## config.mk

```make
export PLATFORM = sky130hd
export DESIGN_NAME = pwrup_seq
export DESIGN_NICKNAME = d
export VERILOG_FILES = /design/src/rtl/pwrup_seq_pkg.sv /design/src/rtl/pwrup_seq_sync.sv /design/src/rtl/pwrup_seq_watch.sv /design/src/rtl/pwrup_seq.sv
export SDC_FILE = /design/constraint.sdc
export NUM_CORES = 1
export LEC_CHECK = 0
export ABC_AREA = 1
export BUFFER_PORTS_ARGS = -buffer_cell sky130_fd_sc_hd__buf_2
export CAP_MARGIN = 5
export CORE_ASPECT_RATIO = 0.6
export CORE_MARGIN = 2
export CORE_UTILIZATION = 46
export CTS_CLUSTER_SIZE = 40
export DETAILED_ROUTE_END_ITERATION = 10
export GPL_ROUTABILITY_DRIVEN = 0
export PLACE_DENSITY = 0.7
export SETUP_SLACK_MARGIN = 0.1
export SLEW_MARGIN = 20
export SYNTH_ARGS = -nofsm -noshare
export SYNTH_HDL_FRONTEND = slang
export SYNTH_HIERARCHICAL = 1
export SYNTH_SLANG_ARGS = --single-unit
```

## constraint.sdc

```tcl
create_clock -name clk -period 1.95 [get_ports clk]
set_input_delay 0.0975 -clock clk [delete_from_list [all_inputs] [get_ports clk]]
set_output_delay 0.0975 -clock clk [all_outputs]
set_load 0.02 [all_outputs]
```

## src/rtl/pwrup_seq_pkg.sv

```systemverilog
package pwrup_seq_pkg;

    typedef enum logic [1:0] {
        ST_OFF      = 2'd0,
        ST_WAIT_CLK = 2'd1,
        ST_INIT     = 2'd2,
        ST_RUN      = 2'd3
    } seq_state_e;

endpackage

```

## src/rtl/pwrup_seq_sync.sv

```systemverilog
module pwrup_seq_sync #(
    parameter int WIDTH = 3
) (
    input  logic             clk,
    input  logic             rst_n,
    input  logic [WIDTH-1:0] async_in,
    output logic [WIDTH-1:0] sync_out
);

    typedef struct packed {
        logic [WIDTH-1:0] stage1;
        logic [WIDTH-1:0] stage2;
    } sync_t;

    sync_t s_d, s_q;

    always_comb begin
        s_d.stage1 = async_in;
        s_d.stage2 = s_q.stage1;
    end

    always_ff @(posedge clk or negedge rst_n) begin
        if (!rst_n) s_q <= '0;
        else        s_q <= s_d;
    end

    assign sync_out = s_q.stage2;

endmodule

```

## src/rtl/pwrup_seq_watch.sv

```systemverilog
module pwrup_seq_watch #(
    parameter int CLK_TIMEOUT = 64
) (
    input  logic clk,
    input  logic rst_n,
    input  logic level,
    output logic alive
);

    localparam int CW = $clog2(CLK_TIMEOUT + 1);
    localparam logic [CW-1:0] LIMIT = CW'(CLK_TIMEOUT);

    typedef struct packed {
        logic          prev;
        logic [CW-1:0] gap;
    } watch_t;

    watch_t w_d, w_q;

    always_comb begin
        w_d      = w_q;
        w_d.prev = level;
        if (level != w_q.prev) begin
            w_d.gap = '0;
        end else if (w_q.gap != LIMIT) begin
            w_d.gap = w_q.gap + 1'b1;
        end
    end

    always_ff @(posedge clk or negedge rst_n) begin
        if (!rst_n) begin
            w_q.prev <= 1'b0;
            w_q.gap  <= LIMIT;
        end else begin
            w_q <= w_d;
        end
    end

    assign alive = (w_q.gap != LIMIT);

endmodule

```

## src/rtl/pwrup_seq.sv

```systemverilog
module pwrup_seq
    import pwrup_seq_pkg::*;
#(
    parameter int SAMPLE_W    = 24,
    parameter int INIT_FRAMES = 4129,
    parameter int CLK_TIMEOUT = 64
) (
    input  logic                clk,
    input  logic                rst_n,
    input  logic                pwr_dn_n,
    input  logic                mclk_in,
    input  logic                frame_in,
    input  logic                fmt_i2s,
    input  logic [SAMPLE_W-1:0] sample_in,
    output logic                core_rst,
    output logic                zero_force,
    output logic                ready,
    output logic [SAMPLE_W-1:0] sample_out
);

    localparam int CNT_W = $clog2(INIT_FRAMES + 1);
    localparam logic [CNT_W-1:0] LAST = CNT_W'(INIT_FRAMES - 1);
    localparam int N_CLK = 2;

    typedef struct packed {
        seq_state_e       state;
        logic [CNT_W-1:0] cnt;
        logic             frame_prev;
    } seq_t;

    seq_t s_d, s_q;

    logic [N_CLK:0]   sync_vec;
    logic [N_CLK-1:0] alive_v;
    logic             pd_n_s;
    logic             frame_s;
    logic             frame_edge;
    logic             clocks_ok;
    logic [CNT_W-1:0] init_cnt;

    pwrup_seq_sync #(.WIDTH(N_CLK + 1)) i_sync (
        .clk      (clk),
        .rst_n    (rst_n),
        .async_in ({pwr_dn_n, mclk_in, frame_in}),
        .sync_out (sync_vec)
    );

    // bit 0 = frame clock, bit 1 = master clock
    for (genvar g = 0; g < N_CLK; g++) begin : g_watch
        pwrup_seq_watch #(.CLK_TIMEOUT(CLK_TIMEOUT)) i_watch (
            .clk   (clk),
            .rst_n (rst_n),
            .level (sync_vec[g]),
            .alive (alive_v[g])
        );
    end

    assign pd_n_s    = sync_vec[N_CLK];
    assign frame_s   = sync_vec[0];
    assign clocks_ok = &alive_v;
    assign frame_edge = fmt_i2s ? (s_q.frame_prev & ~frame_s)
                                : (~s_q.frame_prev & frame_s);

    always_comb begin
        s_d            = s_q;
        s_d.frame_prev = frame_s;
        unique case (s_q.state)
            ST_OFF: begin
                s_d.cnt = '0;
                s_d.state = ST_WAIT_CLK;
            end
            ST_WAIT_CLK: begin
                s_d.cnt = '0;
                if (clocks_ok) s_d.state = ST_INIT;
            end
            ST_INIT: begin
                if (!clocks_ok) begin
                    s_d.state = ST_WAIT_CLK;
                end else if (frame_edge) begin
                    if (s_q.cnt == LAST) s_d.state = ST_RUN;
                    else                 s_d.cnt   = s_q.cnt + 1'b1;
                end
            end
            ST_RUN: begin
                if (!clocks_ok) s_d.state = ST_WAIT_CLK;
            end
            default: s_d.state = ST_OFF;
        endcase
        if (!pd_n_s) begin
            s_d.state = ST_OFF;
            s_d.cnt   = '0;
        end
    end

    always_ff @(posedge clk or negedge rst_n) begin
        if (!rst_n) begin
            s_q.state      <= ST_OFF;
            s_q.cnt        <= '0;
            s_q.frame_prev <= 1'b0;
        end else begin
            s_q <= s_d;
        end
    end

    assign init_cnt   = s_q.cnt;
    assign core_rst   = (s_q.state == ST_OFF);
    assign ready      = (s_q.state == ST_RUN);
    assign zero_force = ~ready;
    assign sample_out = ready ? sample_in : '0;

endmodule

```

Yosys cells after proc, flatten, opt, wreduce, memory -nomap -nowiden
Index checks and enable logic that the tools add are counted.

storage, ports and cells
  flip-flop bits (word level) = 37
  input bits = 30
  output and inout bits = 27
  logic and storage cells = 55

cells by class
  $add $sub $neg = 3
  equality and inequality tests = 16
  muxes and demuxes = 16
  bitwise logic cells = 5
  reduce and logical (&&, ||, !) cells = 7

operators by type and width
  cell                   number
  $mux 15                2
  $mux 7                 4
  $mux 13                2
  $pmux 13 s2            1
  $mux 24                1
  $ne 3x3->1 const B     6
  $add 7x1->7 const B    2
  $ne 7x7->1 const B     2
  $add 13x1->13 const B  1
  $eq 13x13->1 const B   1
  $mux 2                 4
  $ne 4x4->1 const B     2
  $pmux 2 s4             1
  $reduce_and 4->1       2
  $eq 2x2->1 const B     2
  $reduce_bool 2->1      2
  $not 1->1              3
  $and 1x1->1            2
  $eq 2x1->1 const B     1
  $logic_not 2->1        1
  $ne 1x1->1             2
  $reduce_and 2->1       1
  $reduce_or 2->1        1
  $mux 1                 1

Logic depth before layout (Yosys ltp)
Gate-level depths: netlist (run 1).

  word-level depth = 7
  mapped depth = 12
  gate-level depth less buffers = 11

By module
The synthesis (run 1) kept the hierarchy.

modules (own cells, without submodules)
  module           instances  cells each  area an instance (um2)  sequential area each (um2)
  pwrup_seq        1          226         1,385.1                 400.4
  pwrup_seq_watch  2          55          449.2                   201.4
  pwrup_seq_sync   1          6           150.1                   150.1

Worst setup path after synthesis (run 1)
OpenSTA, ideal clock, no wires.

  path kind = register -> register
  start point = reg g_watch[0].i_watch/w_q[0] (netlist name)
  end point = reg s_q (netlist bit init_cnt[6])
  library setup time = 118 ps
  arrival = 1,453 ps
  required time = 1,832 ps
  setup slack = 379 ps
  stages on the path, launching flop included = 12
  path buffers = 1
  clock period less this slack = 1,571 ps
  cell sequence = dfrtp_1 -> inv_1 -> ha_1 -> nand2_1 -> nand3b_1 -> nand2_1 -> inv_1 -> nand2_2 -> nand2_2 -> nand2_4 -> buf_8 -> o21ai_2

on the way
  cells in the longest elaborated chain, start to end = 4

ends and longest elaborated chain
  element                     RTL line               source
  from (decl)                 pwrup_seq_watch.sv:18  watch_t w_d, w_q;
  from (signal assigned)      pwrup_seq_watch.sv:35  w_q <= w_d;
  $ne 7x7->1                  pwrup_seq_watch.sv:39  assign alive = (w_q.gap != LIMIT);
  net alive_v[0]              pwrup_seq.sv:34        logic [N_CLK-1:0] alive_v;
  $reduce_and 2->1            pwrup_seq.sv:60        assign clocks_ok = &alive_v;
  $ne 3x3->1 (no line)        -
  $reduce_and 4->1 (no line)  -
  to (decl)                   pwrup_seq.sv:31        seq_t s_d, s_q;

The timed path passes the listed nets, and every way through them passes these cells.
A chain may end at the register's enable or synchronous reset.

Worst setup path in the final report (run 1)
  start point = reg g_watch[1].i_watch/w_q[0] (netlist name)
  end point = reg s_q (netlist bit init_cnt[11])

on the way
  cells in the longest elaborated chain, start to end = 4

ends and longest elaborated chain
  element                     RTL line
  from (decl)                 pwrup_seq_watch.sv:18
  from (signal assigned)      pwrup_seq_watch.sv:35
  $ne 7x7->1                  pwrup_seq_watch.sv:39
  net alive_v[1]              pwrup_seq.sv:34
  $reduce_and 2->1            pwrup_seq.sv:60
  $ne 3x3->1 (no line)        -
  $reduce_and 4->1 (no line)  -

The timed path passes the listed nets, and every way through them passes these cells.

==> results of run 1 <==
-- per-layer routing --
layer | track usage, % | routed length [um]
met1 | 28.1 | 2800
met2 | 25.5 | 2260
met3 | 4.49 | 233
met4 | 5.36 | 48
met5 | 0 | 0
-- worst paths after layout --
kind / startpoint / to
max: g_watch[1].i_watch/w_q[0]$_DFFE_PN0P_ / init_cnt[11]$_DFFE_PN0P_
max in group asynchronous: rst_n / g_watch[0].i_watch/w_q[6]$_DFFE_PN1P_
min in group clk: fmt_i2s / init_cnt[3]$_DFFE_PN0P_
min reg2reg: i_sync/s_d[1]$_DFF_PN0_ / i_sync/sync_out[1]$_DFF_PN0_
max reg2reg: g_watch[1].i_watch/w_q[0]$_DFFE_PN0P_ / init_cnt[11]$_DFFE_PN0P_
min: rst_n / g_watch[0].i_watch/w_q[1]$_DFFE_PN0P_
-- what timing repair did --
item                                   CTS  global route
setup endpoints to repair                0            13
gates resized for setup                  0             3
endpoints found under the hold margin   16             0
hold buffers                             4             0
buffers inserted                         0             3
-- cells in the final DEF (no fill, tap or decap), types with 3 or more instances in the layout --
cell           netlist  routed
nand2_2              5       6
nand2_1            111     110
nor2_2               6       7
buf_2                0      56
inv_1               53      53
dfrtp_1             36      36
clkbuf_8             0       6
nor2_1              34      33
nand3_2              5       5
o21ai_2              3       3
o21bai_1             4       4
a21oi_1              3       3
nand3_1             26      26
buf_4                2       6
o21ai_0              7       7
ha_1                10      10
nand4_1              7       7
inv_2                8       8
dlygate4sd3_1        0       4
xor2_1               4       4
-- final cells by class --
type	count	share of cell area, %
Clock buffer	7	2.91
Clock inverter	1	1.01
Inverter	61	7.71
Multi-Input combinational cell	237	41.2
Sequential cell	38	32.1
Tap cell	66	2.78
Timing Repair Buffer	66	12.3
-- sequential cells by signal, summed over array words and instances (netlist names) --
| signal | cells |
|---|---|
| g_watch.i_watch/w_q | 16 |
| init_cnt | 13 |
| i_sync/s_d | 3 |
| i_sync/sync_out | 3 |
| s_q | 3 |
-- cells by family (layout without fill, tap and decap cells) --
group	Yosys count	after routing	synth area share [%]
AOI/OAI and AO/OA	20	20	5.40
adders and majority gates	10	10	5.14
and+or+nand+nor	201	201	36.4
DFF	38	38	39.2
buffers and inverters	67	135	11.1
xor gates and xnor gates	6	6	2.78
-- per-stage QoR --
stage               instance area [um^2]  hold WS, ns  setup WS, ns  std cells
detailed placement                  2780     -0.00204         0.150        461
global route                        2970        0.240         0.112        476
floorplan                           2430       -0.198         0.379        342
finish                              2970        0.215         0.253        476
global placement                    2780    -0.000947         0.204        461
CTS                                 2930        0.201         0.106        473
-- power breakdown --
| part | total [W] | internal [W] | switching, W |
|---|---|---|---|
| sequential | 0.000876 | 0.000827 | 0.0000490 |
| clock | 0.000700 | 0.000417 | 0.000283 |
| combinational | 0.000390 | 0.000143 | 0.000247 |
-- Yosys cell counts --
| cell type | number |
|---|---|
| inv_2 | 8 |
| nor2_1 | 34 |
| inv_1 | 53 |
| o21ai_2 | 3 |
| or2_0 | 2 |
| dfrtp_1 | 36 |
| nor3_1 | 2 |
| o21ai_0 | 7 |
| o21bai_1 | 4 |
| nand3b_1 | 2 |
| xnor2_2 | 2 |
| clkbuf_1 | 3 |
| nand3_2 | 5 |
| a21boi_0 | 1 |
| buf_4 | 2 |
| ha_1 | 10 |
| nand4_1 | 7 |
| xor2_1 | 4 |
| nor2_2 | 6 |
| nand2_4 | 1 |
| nand3_1 | 26 |
| buf_8 | 1 |
| nand2_2 | 5 |
| dfstp_2 | 2 |
| a21oi_2 | 2 |
| a21oi_1 | 3 |
| nand2_1 | 111 |
==> results by group, run 1 <==
Outcome
  – Outcome: finished clean

Pwr
  – VDD IR max: 0.356 mV
  – Leak: 1.71 nW
  – Pwr per Cell Area: 662 nW/um^2
  – Pwr Total: 0.00197 W

Final layout
  – Final nets: 449
  – Footprint of the multi-input gates: 1220 um^2
  – Layout Utilization: 58.5%
  – Fill count: 479
  – Share of layout cells above drive strength 1: 25.6%
  – Area Overhead vs Synth: 22.1%
  – N_diodes: 0
  – Storage cell area: 953 um^2

Setup path
  – CP Launch Type: flip-flop
  – Critical path endpoint category: flip-flop
  – Setup CP Type: reg2reg
  – Crit Path Max Fanout: 5
  – Crit-path leading delay family: simple AND/OR/NAND/NOR gates
  – Reg-to-reg setup timing slack: 0.25 ns
  – WP data arrival: 1.93 ns
  – Slowest-stage cell, CP: dfrtp_1
  – Worst Reg-to-Reg Cells: 10
  – Critical path's largest stage delay: 0.39 ns
  – Critical path depth: 10
  – Critical Path RT: 2.19 ns
  – Critical path buffer and inverter count: 2
  – Chain of cells forming the critical path: inv_1 > ha_1 > nand2_1 > nand3b_1 > nand2_2 > inv_1 > nand3_2 > nor2_2 > nand3_1 > nand2_1

Synth
  – Syn Inst Count: 342
  – Yosys reg bits: 38
  – Register area share after synthesis: 39.2%
  – Largest cells by area after synthesis: dfrtp_1 (37%), nand2_1 (17%), inv_1 (8.2%)
  – Yosys top cell by area: dfrtp_1
  – Syn Area/Cell: 7.12 um^2
  – Synthesized Nets: 382
  – Mapped Area: 2430 um^2
  – Synth cell types: 27
  – Yosys Warn Count: 6
  – Post-synth top area share: 37.0%

CTS
  – Root Driver: clkbuf_8
  – CTS H-Tree Depth: 2
  – Sink Count: 38
  – Inserted Clock Buffers: 5
  – Clock tree buffer depth: 2
  – Clock Latency Late Sink: 0.30 ns
  – CTS tree: done
  – Reg clk slew, reported paths: 0.08 ns

Global route
  – Largest net degree at the start of global routing: 27
  – Total global-route track usage: 18.3%
  – Vias in the first global route: 1852
  – Initial antenna violation count: 0
  – Global-route wire length before repair: 8480 um
  – Total gr overflow: 0

STA
  – Worst Tran Pin Value: 0.459 ns
  – Max-slew violation count: 0
  – Achievable frequency: 589 MHz
  – Fin. Hold Viols: 0
  – Clk_skew: 0.00809 ns
  – Period Utilization, post-route: 87.0%
  – Tmin final: 1.70 ns
  – RSZ-0062 raised after global routing: no
  – Final setup TNS: 0 ns
  – Rel. slew slack: 69.4%
  – Final setup vio count: 0

Floorplan
  – Chip width: 97.9 um
  – Chip height: 60.3 um
  – Initial Utilization: 47.9%
  – Cell row count: 20
  – Die area: 5910 um^2
  – IO Pins: 57
  – CORE AREA: 5080 um^2

Job
  – Max Cap Viol: 0

Place
  – IO buf count: 56
  – DP HPWL: 4020 um

Detailed routing
  – Avg WL per Cell: 11.2 um
  – 1st-iter DRT viols: 83
  – Total number of vias: 2229
  – Final wirelength: 5340 um
  – ANT nets after route: 0
  – Number of detailed-route iterations in the first pass: 4
  – Post-DR vias/cell: 4.68
  – Residual DRC: 0

Min path
  – Min-delay worst type: in2async
Note: power is estimated with default switching activity, not from simulation.
==> run 2: changes to the inputs <==
--- a/config.mk
+++ b/config.mk
@@ -5,7 +5,6 @@
 export SDC_FILE = /design/constraint.sdc
 export NUM_CORES = 1
 export LEC_CHECK = 0
-export ABC_AREA = 1
 export BUFFER_PORTS_ARGS = -buffer_cell sky130_fd_sc_hd__buf_2
 export CAP_MARGIN = 5
 export CORE_ASPECT_RATIO = 0.6
@@ -14,7 +13,7 @@
 export CTS_CLUSTER_SIZE = 40
 export DETAILED_ROUTE_END_ITERATION = 10
 export GPL_ROUTABILITY_DRIVEN = 0
-export PLACE_DENSITY = 0.7
+export PLACE_DENSITY = 0.71
 export SETUP_SLACK_MARGIN = 0.1
 export SLEW_MARGIN = 20
 export SYNTH_ARGS = -nofsm -noshare
==> results by group, run 2 <==
Setup path
  – Chain of cells forming the critical path: nor4b_1 > buf_4 > nand3_2 > a2111o_1 > a31o_1 (was inv_1 > ha_1 > nand2_1 > nand3b_1 > nand2_2 > inv_1 > nand3_2 > nor2_2 > nand3_1 > nand2_1)
  – Crit-path leading delay family: compound AO/OA/AOI/OAI gates (was simple AND/OR/NAND/NOR gates)
  – Critical Path RT: 2.13 ns (was 2.19 ns)
  – Crit Path Max Fanout: 6 (was 5)
  – CP Launch Type: flip-flop (unchanged)
  – WP data arrival: 2.02 ns (was 1.93 ns)
  – Critical path endpoint category: flip-flop (unchanged)
  – Critical path buffer and inverter count: 1 (was 2)
  – Critical path's largest stage delay: 0.45 ns (was 0.39 ns)
  – Setup CP Type: reg2reg (unchanged)
  – Slowest-stage cell, CP: dfrtp_1 (unchanged)

Detailed routing
  – Avg WL per Cell: 15.9 um (was 11.2 um)
  – Total number of vias: 2256 (was 2229)
  – Residual DRC: 0 (unchanged)
  – Final wirelength: 6400 um (was 5340 um)
  – ANT nets after route: 0 (unchanged)
  – Number of detailed-route iterations in the first pass: 4 (unchanged)
  – 1st-iter DRT viols: 143 (was 83)
  – Post-DR vias/cell: 5.63 (was 4.68)

Synth
  – Post-synth top area share: 39.8% (was 37.0%)
  – Yosys Warn Count: 6 (unchanged)
  – Largest cells by area after synthesis: dfrtp_1 (40%), and2_1 (7.5%), ha_1 (5.5%) (was dfrtp_1 (37%), nand2_1 (17%), inv_1 (8.2%))
  – Mapped Area: 2260 um^2 (was 2430 um^2)
  – Commonest cells post-synth: dfrtp_1 (36), and2_1 (27), nand2_1 (19) (was nand2_1 (111), inv_1 (53), dfrtp_1 (36))
  – Yosys reg bits: 38 (unchanged)
  – Ys flop type: dfrtp_1 (unchanged)
  – Synthesized Nets: 277 (was 382)
  – Syn Inst Count: 237 (was 342)
  – Count leader, synth: dfrtp_1 (was nand2_1)
  – Post-synth EDFFs: 0 (unchanged)
  – Synth cell types: 51 (was 27)
  – Ys async rst share: 100% (unchanged)
  – Register area share after synthesis: 42.1% (was 39.2%)
  – Syn Area/Cell: 9.55 um^2 (was 7.12 um^2)
  – Yosys top cell by area: dfrtp_1 (unchanged)

Floorplan
  – IO Pins: 57 (unchanged)
  – Chip height: 58.3 um (was 60.3 um)
  – Chip width: 94.5 um (was 97.9 um)
  – Die area: 5510 um^2 (was 5910 um^2)
  – Cell row count: 19 (was 20)
  – CORE AREA: 4660 um^2 (was 5080 um^2)
  – Initial Utilization: 48.5% (was 47.9%)

STA
  – Rel. slew slack: 65.6% (was 69.4%)
  – Final setup TNS: 0 ns (unchanged)
  – Final setup vio count: 0 (unchanged)
  – RSZ-0062 raised after global routing: yes (was no)
  – Fin. Hold Viols: 0 (unchanged)
  – Period Utilization, post-route: 94.2% (was 87.0%)
  – Tmin final: 1.84 ns (was 1.70 ns)
  – WHS: 0.249 ns (was 0.215 ns)
  – Achievable frequency: 545 MHz (was 589 MHz)
  – Clk_skew: 0.0104 ns (was 0.00809 ns)
  – Max-slew violation count: 0 (unchanged)
  – Worst Tran Pin Value: 0.515 ns (was 0.459 ns)

Global route
  – Vias in the first global route: 2172 (was 1852)
  – Total global-route track usage: 24.2% (was 18.3%)
  – Largest net degree at the start of global routing: 27 (unchanged)
  – Initial antenna violation count: 0 (unchanged)
  – Total gr overflow: 0 (unchanged)
  – Global-route wire length before repair: 10300 um (was 8480 um)

Place
  – DP HPWL: 4620 um (was 4020 um)
  – IO buf count: 56 (unchanged)

Final layout
  – Fill count: 375 (was 479)
  – Max reg flops: 16 (unchanged)
  – Most common cell after layout, fill and taps aside: buf_2 (was nand2_1)
  – Largest reg by FF count: g_watch.i_watch/w_q (unchanged)
  – Footprint of the multi-input gates: 1360 um^2 (was 1220 um^2)
  – Share of layout cells above drive strength 1: 42.0% (was 25.6%)
  – Storage cell area: 956 um^2 (was 953 um^2)
  – N_diodes: 0 (unchanged)
  – Commonest non-fill, non-tap cells in the layout: buf_2 (56), buf_4 (41), dfrtp_1 (34), and2_1 (26), nand2_1 (18) (was nand2_1 (110), buf_2 (56), inv_1 (53), dfrtp_1 (36), nor2_1 (33))
  – Area Overhead vs Synth: 39.9% (was 22.1%)
  – Final nets: 377 (was 449)

Job
  – Max Cap Viol: 0 (unchanged)

Min path
  – Min-delay worst type: in2async (unchanged)

CTS
  – Inserted Clock Buffers: 5 (unchanged)
  – Clock tree buffer depth: 2 (unchanged)
  – Root Driver: clkbuf_8 (unchanged)
  – Clock Latency Late Sink: 0.30 ns (about the same)
  – CTS H-Tree Depth: 2 (unchanged)
  – CTS tree: done (unchanged)
  – Reg clk slew, reported paths: 0.08 ns (about the same)
  – Sink Count: 38 (unchanged)

Pwr
  – Leak: 1.56 nW (was 1.71 nW)
  – Pwr Total: 0.00240 W (was 0.00197 W)
  – Pwr per Cell Area: 757 nW/um^2 (was 662 nW/um^2)
  – VDD IR max: 0.523 mV (was 0.356 mV)

Outcome
  – Outcome: finished clean (unchanged)
## run 2: cells by family after synthesis
logic type	count (synthesis)	share of synthesized area, %
simple gates	109	28.8
fa+ha+maj	10	5.53
flops	38	42.1
mux	6	2.77
compound gates	44	13.7
xor+xnor	8	3.10
buf+inv	22	3.98
## run 2: metal layers
layer	vias up	track usage, %	part of all wire (%)	routed length, um
met2	107	36.8	44	2810
met5	-	0	0	0
met4	0	7.87	1.7	110
met1	1070	34.0	46	2950
li1	1065	-	-	-
met3	14	6.91	8.2	525
## run 2: worst paths after layout
kind	start	endpoint	slack, ns	depth (start not counted)
max in group asynchronous	rst_n	g_watch[0].i_watch/w_q[6]$_DFFE_PN1P_	1.02	3
worst min register to register	i_sync/s_d[2]$_DFF_PN0_	i_sync/sync_out[2]$_DFF_PN0_	0.35	0
worst min-delay path	rst_n	i_sync/s_d[1]$_DFF_PN0_	0.25	2
worst max-delay path	init_cnt[10]$_DFFE_PN0P_	s_q[14]$_DFFE_PN0P_	0.11	5
worst max register to register	init_cnt[10]$_DFFE_PN0P_	s_q[14]$_DFFE_PN0P_	0.11	5
min in group clk	i_sync/s_d[2]$_DFF_PN0_	i_sync/sync_out[2]$_DFF_PN0_	0.35	0
## run 2: what timing repair did
action	in CTS	in global routing
setup buffers	0	4
resized for setup	12	20
pin swaps	1	9
setup endpoints to repair	8	14
hold buffers	4	0
hold endpoints to repair	19	0
## run 2: power breakdown
part           total, W  switching, W  internal [W]  leakage, nW
clock network  0.000576      0.000292      0.000284       0.0472
logic          0.000943      0.000511      0.000433         1.02
registers      0.000877     0.0000402      0.000837        0.492
total           0.00240      0.000843       0.00155         1.56
## run 2: layout make-up
| type | instances | share of cell area [%] |
|---|---|---|
| tap | 63 | 2.49 |
| timing repair buffer | 101 | 19.8 |
| multi-input combinational | 177 | 42.8 |
| sequential | 38 | 30.2 |
| inverter | 14 | 1.66 |
| clock inverter | 2 | 0.395 |
| clock buffer | 6 | 2.61 |
## run 2: metrics by stage
stage / setup WS [ns] / cell area (um^2) / instances / utilization (%)
after floorplan: 0.0380 / 2280 / 237 / -
after global placement: 0.0521 / 2870 / 385 / 61.6
after detailed placement: 0.0140 / 2870 / 385 / 61.6
after CTS: 0.0890 / 3060 / 397 / 65.7
after global routing: 0.0269 / 3170 / 401 / 67.9
final: 0.113 / 3170 / 401 / 67.9
==> run 3: changes to the inputs <==
--- a/config.mk
+++ b/config.mk
@@ -14,6 +14,7 @@
 export DETAILED_ROUTE_END_ITERATION = 10
 export GPL_ROUTABILITY_DRIVEN = 0
 export PLACE_DENSITY = 0.71
+export REMOVE_ABC_BUFFERS = 1
 export SETUP_SLACK_MARGIN = 0.1
 export SLEW_MARGIN = 20
 export SYNTH_ARGS = -nofsm -noshare
==> results by group, run 3 (synthesized netlist as in run 2, its figures left out) <==
STA
  – WHS: 0.333 ns (was 0.249 ns)
  – Rel. slew slack: 42.8% (was 65.6%)
  – Worst Tran Pin Value: 0.858 ns (was 0.515 ns)
  – Fin. Hold Viols: 0 (unchanged)
  – Period Utilization, post-route: 96.2% (was 94.2%)
  – Tmin final: 1.88 ns (was 1.84 ns)
  – Max-slew violation count: 0 (unchanged)
  – Final WS setup: 0.0737 ns (was 0.113 ns)
  – RSZ-0062 raised after global routing: yes (unchanged)
  – Clk_skew: 0.00403 ns (was 0.0104 ns)
  – Final setup vio count: 0 (unchanged)
  – Achievable frequency: 533 MHz (was 545 MHz)

Floorplan
  – Cell row count: 19 (unchanged)
  – Initial Utilization: 48.5% (unchanged)
  – Chip width: 94.5 um (unchanged)
  – CORE AREA: 4660 um^2 (unchanged)
  – IO Pins: 57 (unchanged)
  – Die area: 5510 um^2 (unchanged)
  – Chip height: 58.3 um (unchanged)

Setup path
  – Chain of cells forming the critical path: nor4b_4 > buf_4 > nand3_4 > a2111o_1 > a31o_1 (was nor4b_1 > buf_4 > nand3_2 > a2111o_1 > a31o_1)
  – Setup CP Type: reg2reg (unchanged)
  – CP Launch Type: flip-flop (unchanged)
  – Critical path endpoint category: flip-flop (unchanged)
  – Slowest-stage cell, CP: dfrtp_1 (unchanged)
  – WP data arrival: 2.07 ns (was 2.02 ns)
  – Critical path buffer and inverter count: 1 (unchanged)
  – Crit-path leading delay family: compound AO/OA/AOI/OAI gates (unchanged)
  – Crit Path Max Fanout: 2 (was 6)
  – Critical Path RT: 2.14 ns (was 2.13 ns)
  – Critical path's largest stage delay: 0.43 ns (was 0.45 ns)

Detailed routing
  – Avg WL per Cell: 16.9 um (was 15.9 um)
  – Total number of vias: 2290 (was 2256)
  – Final wirelength: 6800 um (was 6400 um)
  – Residual DRC: 0 (unchanged)
  – Number of detailed-route iterations in the first pass: 4 (unchanged)
  – ANT nets after route: 0 (unchanged)
  – Post-DR vias/cell: 5.68 (was 5.63)
  – 1st-iter DRT viols: 171 (was 143)

Job
  – Max Cap Viol: 0 (unchanged)

Place
  – Dpl ws: -0.0292 ns (was 0.0140 ns)
  – IO buf count: 56 (unchanged)
  – DP HPWL: 4490 um (was 4620 um)

Pwr
  – Sw power: 0.000884 W (was 0.000843 W)
  – Clock Power Share: 26.9% (was 24.0%)
  – Pwr per Cell Area: 757 nW/um^2 (about the same)
  – Reg power frac: 35.5% (was 36.6%)
  – Leak: 1.62 nW (was 1.56 nW)
  – Comb power frac: 37.6% (was 39.4%)
  – VDD IR max: 0.493 mV (was 0.523 mV)
  – P_int: 0.00164 W (was 0.00155 W)
  – Sw Share: 35.1% (was 35.2%)

CTS
  – Sink Count: 38 (unchanged)
  – Clock Latency Late Sink: 0.30 ns (about the same)
  – CTS tree: done (unchanged)
  – Clock tree buffer depth: 2 (unchanged)
  – Reg clk slew, reported paths: 0.08 ns (about the same)
  – Root Driver: clkbuf_8 (unchanged)
  – CTS H-Tree Depth: 2 (unchanged)
  – Inserted Clock Buffers: 5 (unchanged)

Global route
  – Total global-route track usage: 23.8% (was 24.2%)
  – Initial antenna violation count: 0 (unchanged)
  – Largest net degree at the start of global routing: 39 (was 27)
  – Total gr overflow: 0 (unchanged)
  – Vias in the first global route: 2013 (was 2172)
  – Global-route wire length before repair: 9920 um (was 10300 um)

Final layout
  – N_diodes: 0 (unchanged)
  – Final nets: 379 (was 377)
  – Share of layout cells above drive strength 1: 43.8% (was 42.0%)
  – Most common cell after layout, fill and taps aside: buf_2 (unchanged)
  – Area Overhead vs Synth: 47.1% (was 39.9%)
  – Max reg flops: 16 (unchanged)
  – Commonest non-fill, non-tap cells in the layout: buf_2 (56), buf_4 (41), dfrtp_1 (35), and2_1 (26), nand2_1 (17) (was buf_2 (56), buf_4 (41), dfrtp_1 (34), and2_1 (26), nand2_1 (18))
  – Fill count: 338 (was 375)
  – Largest reg by FF count: g_watch.i_watch/w_q (unchanged)
  – Layout Utilization: 71.4% (was 67.9%)

Min path
  – Min-delay worst type: in2reg (was in2async)

Outcome
  – Outcome: finished clean (unchanged)
[run 3: cell types whose count changed in the layout (fill, tap and decap cells not counted), moves of 2 or more]
cell | previous run | this run
nand3_4 | 0 | 4
nand3_2 | 3 | 0
and4_4 | 0 | 2
buf_6 | 0 | 2
ha_1 | 6 | 4
nor4_2 | 2 | 0
nor4_4 | 0 | 2
[run 3: repair_timing]
| action | in CTS | in global routing |
|---|---|---|
| endpoints found under the hold margin | 39 | 0 |
| setup endpoints to repair | 11 | 14 |
| pin swaps | 4 | 13 |
| setup buffers | 2 | 10 |
| hold buffers | 4 | 0 |
| resized for setup | 9 | 46 |
[run 3: cell type report]
cell class | count | area [um^2] | share of cell area (%)
multi-input cells | 177 | 1480 | 44.5
flip-flops and latches | 38 | 955 | 28.7
repair buffers | 103 | 651 | 19.5
well taps | 63 | 78.8 | 2.37
clock buffers | 5 | 68.8 | 2.07
inverters | 14 | 52.6 | 1.58
clock inverters | 3 | 40.0 | 1.20
[run 3: power by group through the flow]
stage	combinational, W	clock (W)	sequential, W
finish	0.000948	0.000677	0.000896
global route	0.00102	0.000727	0.000899
CTS	0.000730	0.000688	0.000878
detailed placement	0.000682	0	0.000889
global placement	0.000671	0	0.000887
floorplan	0.000429	0	0.000893
[run 3: worst min-delay path, cell delays in order]
cell	delay [ns]
buf_2	0.11
nand4b_1	0.13
nand4_1	0.17
a31oi_1	0.10
[run 3: worst paths after layout]
path	endpoint	slack (ns)	startpoint	depth (start not counted)
max in group asynchronous	s_q[14]$_DFFE_PN0P_	0.92	rst_n	2
min reg2reg	i_sync/sync_out[1]$_DFF_PN0_	0.35	i_sync/s_d[1]$_DFF_PN0_	0
min	init_cnt[12]$_DFFE_PN0P_	0.33	fmt_i2s	4
max reg2reg	s_q[14]$_DFFE_PN0P_	0.07	init_cnt[3]$_DFFE_PN0P_	5
max	s_q[14]$_DFFE_PN0P_	0.07	init_cnt[3]$_DFFE_PN0P_	5
min in group asynchronous	i_sync/s_d[1]$_DFF_PN0_	0.44	rst_n	2
[run 3: metal layers]
metal  up-vias  global-route usage (%)  part of all wire, %  wire length, um
li1       1072                       -                    -                -
met1      1089                    34.6                   45             3030
met2       113                    36.4                   45             3040
met3        16                    5.89                  8.9              607
met4         0                    5.80                  1.9              128
met5         -                       0                    0                0
[run 3: per-stage QoR]
stage | cells | cell area (um^2) | power, W | setup TNS, ns
after floorplan | 229 | 2220 | 0.00132 | 0
after global placement | 379 | 2820 | 0.00156 | -0.00157
after detailed placement | 379 | 2820 | 0.00157 | -0.0911
after CTS | 393 | 3020 | 0.00230 | 0
after global routing | 403 | 3330 | 0.00265 | 0
final | 403 | 3330 | 0.00252 | 0
